==> src/rtl/tw_pkg.sv <==
// Shared definitions for the table write lane formatter.
// Assumes a four-quarter bus cycle supplied by an external sequencer.
package tw_pkg;
    localparam logic [1:0] QP1 = 2'd0;
    localparam logic [1:0] QP2 = 2'd1;
    localparam logic [1:0] QP3 = 2'd2;
    localparam logic [1:0] QP4 = 2'd3;

    typedef enum logic [1:0] {
        WM_BYTEWR  = 2'd0,
        WM_BYTESEL = 2'd1,
        WM_WORD    = 2'd2
    } wmode_e;

    // Map the raw 2-bit select onto a lane policy; the upper bit alone means word write.
    function automatic wmode_e decode_mode(input logic [1:0] raw);
        if (raw[1])
            return WM_WORD;
        else if (raw[0])
            return WM_BYTESEL;
        else
            return WM_BYTEWR;
    endfunction
endpackage

==> src/rtl/tw_capture.sv <==
// Captures one write request in Q1 and tracks it through Q2..Q4 plus a
// one-quarter data tail. Assumes the sequencer issues at most one request per
// bus cycle; requests seen outside Q1 are dropped.
module tw_capture
    import tw_pkg::*;
#(
    parameter int BYTE_W = 8
) (
    input  logic              clk,
    input  logic              rst_n,
    input  logic [1:0]        q_phase,
    input  logic              start,
    input  logic              addr_lsb,
    input  logic [BYTE_W-1:0] byte_in,
    input  logic [1:0]        mode_in,
    output logic              accept,
    output logic              op_valid,
    output logic              op_tail,
    output logic              op_lsb,
    output logic [BYTE_W-1:0] op_byte,
    output wmode_e            op_mode
);
    assign accept = start && (q_phase == QP1) && !op_valid;

    // Hold the accepted write until the end of Q4, then flag the tail quarter.
    always_ff @(posedge clk) begin
        if (!rst_n) begin
            op_valid <= 1'b0;
            op_tail  <= 1'b0;
            op_lsb   <= 1'b0;
            op_byte  <= '0;
            op_mode  <= WM_BYTEWR;
        end else begin
            op_tail <= op_valid && (q_phase == QP4);
            if (accept) begin
                op_valid <= 1'b1;
                op_lsb   <= addr_lsb;
                op_byte  <= byte_in;
                op_mode  <= decode_mode(mode_in);
            end else if (op_valid && (q_phase == QP4)) begin
                op_valid <= 1'b0;
            end
        end
    end
endmodule

==> src/rtl/tw_hold.sv <==
// One-byte holding register used to pair an even word-write byte with the
// following odd one. Assumes load is a single-cycle qualified pulse.
module tw_hold #(
    parameter int BYTE_W = 8
) (
    input  logic              clk,
    input  logic              rst_n,
    input  logic              load,
    input  logic [BYTE_W-1:0] din,
    output logic [BYTE_W-1:0] dout
);
    // Park the even byte; contents survive everything except reset.
    always_ff @(posedge clk) begin
        if (!rst_n)
            dout <= '0;
        else if (load)
            dout <= din;
    end
endmodule

==> src/rtl/tw_lane_map.sv <==
// Combinational mapping from the captured write and current quarter onto the
// bus lanes, strobes and byte enables. Assumes op_* are stable for the write.
module tw_lane_map
    import tw_pkg::*;
#(
    parameter int BYTE_W = 8
) (
    input  logic                q_phase_hi,
    input  logic                op_valid,
    input  logic                op_tail,
    input  logic                op_lsb,
    input  logic [BYTE_W-1:0]   op_byte,
    input  wmode_e              op_mode,
    input  logic [BYTE_W-1:0]   held,
    output logic [2*BYTE_W-1:0] dout,
    output logic                oe,
    output logic                wrh_n,
    output logic                wrl_n,
    output logic                ub_n,
    output logic                lb_n,
    output logic                ba0
);
    logic window;
    logic emits;

    // Decide which lanes carry data and which control lines assert.
    always_comb begin
        window = op_valid && q_phase_hi;
        emits  = !((op_mode == WM_WORD) && !op_lsb);
        oe     = (window || op_tail) && emits;
        dout   = '0;
        if (oe)
            dout = (op_mode == WM_WORD) ? {op_byte, held} : {op_byte, op_byte};
        wrh_n = !(window && emits && ((op_mode != WM_BYTEWR) || op_lsb));
        wrl_n = !(window && (op_mode == WM_BYTEWR) && !op_lsb);
        ub_n  = 1'b1;
        lb_n  = 1'b1;
        if (window && emits) begin
            if (op_mode == WM_BYTESEL) begin
                ub_n = !op_lsb;
                lb_n = op_lsb;
            end else begin
                ub_n = 1'b0;
                lb_n = 1'b0;
            end
        end
        ba0 = (op_valid || op_tail) && op_lsb;
    end
endmodule

==> src/rtl/tw_lane_fmt.sv <==
// Top of the table write lane formatter: request capture, word-pairing
// holding register and lane mapping. Assumes q_phase steps Q1..Q4 per clock.
module tw_lane_fmt
    import tw_pkg::*;
#(
    parameter int BYTE_W = 8,
    parameter int ADDR_W = 21,
    localparam int BUS_W = 2 * BYTE_W
) (
    input  logic              clk,
    input  logic              rst_n,
    input  logic [1:0]        q_phase,
    input  logic              wr_start,
    input  logic [ADDR_W-1:0] wr_addr,
    input  logic [BYTE_W-1:0] wr_byte,
    input  logic [1:0]        wr_mode,
    output logic [BUS_W-1:0]  bus_dout,
    output logic              bus_oe,
    output logic              wrh_n,
    output logic              wrl_n,
    output logic              ub_n,
    output logic              lb_n,
    output logic              ba0
);
    logic              accept;
    logic              op_valid;
    logic              op_tail;
    logic              op_lsb;
    logic [BYTE_W-1:0] op_byte;
    wmode_e            op_mode;
    logic [BYTE_W-1:0] held;
    logic              hold_load;

    tw_capture #(.BYTE_W(BYTE_W)) u_capture (
        .clk(clk), .rst_n(rst_n), .q_phase(q_phase), .start(wr_start),
        .addr_lsb(wr_addr[0]), .byte_in(wr_byte), .mode_in(wr_mode),
        .accept(accept), .op_valid(op_valid), .op_tail(op_tail),
        .op_lsb(op_lsb), .op_byte(op_byte), .op_mode(op_mode)
    );

    assign hold_load = accept && (decode_mode(wr_mode) == WM_WORD) && !wr_addr[0];

    tw_hold #(.BYTE_W(BYTE_W)) u_hold (
        .clk(clk), .rst_n(rst_n), .load(hold_load), .din(wr_byte), .dout(held)
    );

    tw_lane_map #(.BYTE_W(BYTE_W)) u_map (
        .q_phase_hi(q_phase[1]), .op_valid(op_valid), .op_tail(op_tail),
        .op_lsb(op_lsb), .op_byte(op_byte), .op_mode(op_mode), .held(held),
        .dout(bus_dout), .oe(bus_oe), .wrh_n(wrh_n), .wrl_n(wrl_n),
        .ub_n(ub_n), .lb_n(lb_n), .ba0(ba0)
    );
endmodule

==> config.mk <==
export PLATFORM = sky130hd
export DESIGN_NAME = tw_lane_fmt
export DESIGN_NICKNAME = d
export VERILOG_FILES = /design/src/rtl/tw_pkg.sv /design/src/rtl/tw_capture.sv /design/src/rtl/tw_hold.sv /design/src/rtl/tw_lane_map.sv /design/src/rtl/tw_lane_fmt.sv
export SDC_FILE = /design/constraint.sdc
export NUM_CORES = 1
export LEC_CHECK = 0
export ABC_AREA = 1
export BUFFER_PORTS_ARGS = -buffer_cell sky130_fd_sc_hd__buf_2
export CORE_ASPECT_RATIO = 1.4
export CORE_MARGIN = 8
export CORE_UTILIZATION = 45
export CTS_BUF_LIST = sky130_fd_sc_hd__clkbuf_4 sky130_fd_sc_hd__clkbuf_8
export DETAILED_ROUTE_END_ITERATION = 8
export GPL_TIMING_DRIVEN = 0
export PLACE_DENSITY = 0.81
export SLEW_MARGIN = 25
export SYNTH_ARGS = -nofsm -noshare
export SYNTH_HDL_FRONTEND = slang
export SYNTH_SLANG_ARGS = --single-unit
==> constraint.sdc <==
create_clock -name clk -period 1.2 [get_ports clk]
set_input_delay 0.06 -clock clk [delete_from_list [all_inputs] [get_ports clk]]
set_output_delay 0.06 -clock clk [all_outputs]
set_load 0.01 [all_outputs]
==> results.ini <==
[global_route]
grt_usage_pct = 15.0
antenna_found_initial = 0
grt_pass1_wl_mm = 5.17
grt.overflow.total = 0
grt_max_degree = 13
first_global_vias = 1179

[setup_path]
crit_type = flip-flop to output pin
required_ns = 1.14
crit_fanout = 8
start_kind = flip-flop
critical_path_arrival_ns = 1.42
cp-end-kind = output pin

[yosys]
synth_area_leader_cell = dfxtp_1
muxShareOfSynthArea_pct = 0
synth_top_family_by_area = simple AND/OR/NAND/NOR gates
syn_area_per_cell_um2 = 6.58
yosys_warnings = 0
syn-instance-count = 162
async_flop_share_pct = 0
yosys.area_share.simple_pct = 27.7
ys.flop_type = dfxtp_1
synth.area.top_cells = dfxtp_1, nand2_1, nor2_1
synth.distinct_cells = 18
synth_compound_area_share_pct = 18.2
yosysSeqAreaShare_pct = 39.4
syn_nets = 198
synthXorXnorAreaFrac_pct = 0
synth.most_common_cell = nand2_1
synth_edf_count = 0
synth_area_mm2 = 0.00107
synth_common_cells = nand2_1, nor2_1, inv_1
yosys_register_bits = 21
synthAdderAreaFrac_pct = 0
synth_top_area_share_pct = 39.4

[drt]
first_pass_iters = 7
viasPerCell = 5.15
route.vias.total = 1262
antenna_left = 0
wl_mm = 3.56
drt_iter0_markers = 40
wl_per_cell_um = 14.5
drc = 0

[power]
p_sw_share_pct = 29.2
p_per_area_mw_per_mm2 = 814
pwr-share-seq_pct = 53.5
power.internal_mw = 0.982
finalPower_mw = 1.39
p_switching_mw = 0.405
vdd_drop_max_uv = 796
p_leak_nw = 0.789
pwr-share-clk_pct = 25.0
combPwrFrac_pct = 21.5

[cts]
cts_tree = yes
clk_pin_slew_worst_paths_ns = 0.12
cts_sinks = 21
clk_latency_ns = 0.30
ctsLongestPathBuffers = 2
cts_max_level = 1
cts_buffers = 3
clockRootBuffer = clkbuf_4

[floorplanning]
rows = 21
coreArea_mm2 = 0.00231
initial_utilization_pct = 46.1
die_w_um = 57.1
dieArea_mm2 = 0.00420
io-pin-count = 58
die_y_um = 73.6

[final_layout]
num_antenna_cells = 0
fin_util_pct = 73.7
multi_input_area_um2 = 622
drive_above_1_share_pct = 45.5
fin_nets = 259
finish.cell_count_without_fillers = 245
num-fill-cells = 155
synthToLayoutAreaGrowth_pct = 59.9
regArea_um2 = 428

[placed_design]
dp_cells = 221
gp_congestion = 0.776
port_buffers = 36
detailed_place_hpwl_mm = 1.99

[sta]
hold_violations = 0
rsz0062_at_grt = true
setup_viol = 40
relSlewSlack_pct = 61.0
setup-tns-final_ns = -7.24
slew_viol_final = 0
max_freq_mhz = 677
min_period_over_period_pct = 123
finClkSkew_ns = 0.00541
worstMarginPinSlew_ns = 0.584
hold_slack_ns = 0.00340
fin_ws_ns = -0.277
min_period_ns = 1.48

[status]
status = finished, violations left
violations = negative setup slack

[run]
maxCapViolations = 0

[hold_path]
hold_class = input port to flip-flop

layout by cell type, fill, tap and decap left out, types with 2 or more instances in the layout:
cell           instances
a21oi_1               19
buf_4                  5
buf_6                 12
dfxtp_2                3
nor2_2                 8
o21ai_0                2
o21ai_1                5
clkbuf_4               3
nor2_1                15
nor2_4                 8
nand2_2                3
nand2_4                2
buf_2                 35
dlygate4sd3_1          5
inv_2                  3
o21ai_2                7
inv_1                 22
dfxtp_1               17
buf_8                  2
nand2_1               32
final timing paths:
kind	startpoint	endpoint	slack (ns)	depth (start not counted)
setup / recovery	u_capture.op_mode[0]$_SDFFE_PN0P_	bus_dout[0]	-0.28	6
setup reg to reg	u_capture.op_valid$_SDFFE_PN0P_	u_hold.dout[5]$_SDFFE_PN0P_	-0.26	7
hold / removal	q_phase[0]	u_capture.op_tail$_SDFF_PN0_	0.003	3
hold reg to reg	u_capture.op_byte[5]$_SDFFE_PN0P_	u_capture.op_byte[5]$_SDFFE_PN0P_	0.48	2
cells by family (layout without fill, tap and decap cells):
logic type	count (synthesis)	after routing
AOI/OAI and AO/OA	36	36
and+or+nand+nor	71	71
DFF	21	21
buffers and inverters	34	94
sequential cells by signal, indices dropped and copies added (netlist names):
name	count
u_hold.dout	8
u_capture.op_mode	2
u_capture.op_lsb	1
u_capture.op_tail	1
u_capture.op_byte	8
u_capture.op_valid	1
per-layer routing:
layer	vias up	routed length (um)	track usage [%]
met5	-	0	0
met4	0	42	6.28
met3	6	171	3.63
met2	36	2000	27.9
met1	595	1350	15.4
li1	625	-	-
critical path, stage by stage, from the launching register on:
cell and delay (ns):
dfxtp_2 0.37, nor2_4 0.12, buf_6 0.14, clkinvlp_4 0.18
nand2_1 0.10, a21oi_1 0.06, buf_2 0.15
metrics by stage:
step                instance area, um2  setup WS [ns]
global placement                  1270         -0.112
global route                      1700         -0.370
finish                            1700         -0.277
floorplan                         1070          0.145
CTS                               1520         -0.279
detailed placement                1270         -0.116
final cells by class:
class	count	share of cell area, %
Buffer	7	4.77
Clock inverter	1	0.294
Timing Repair Buffer	56	24.0
Clock buffer	3	1.32
Sequential cell	21	25.1
Multi-Input combinational cell	107	36.5
Inverter	27	6.31
Tap cell	23	1.69
power groups by stage:
stage,Combinational (mW),Clock (mW),Sequential (mW)
after floorplan,0.115,0,0.752
after global placement,0.177,0,0.754
after detailed placement,0.179,0,0.755
after CTS,0.243,0.348,0.741
after global routing,0.320,0.381,0.746
final,0.298,0.347,0.742
timing repair:
action	in CTS	in global routing
endpoints found under the setup margin	21	39
buffers inserted	8	7
endpoints found under the hold margin	5	0
resized for setup	34	45
gates cloned	1	1
hold buffers	5	0
pin swaps	8	10
Note: power is estimated with default switching activity, not from simulation.
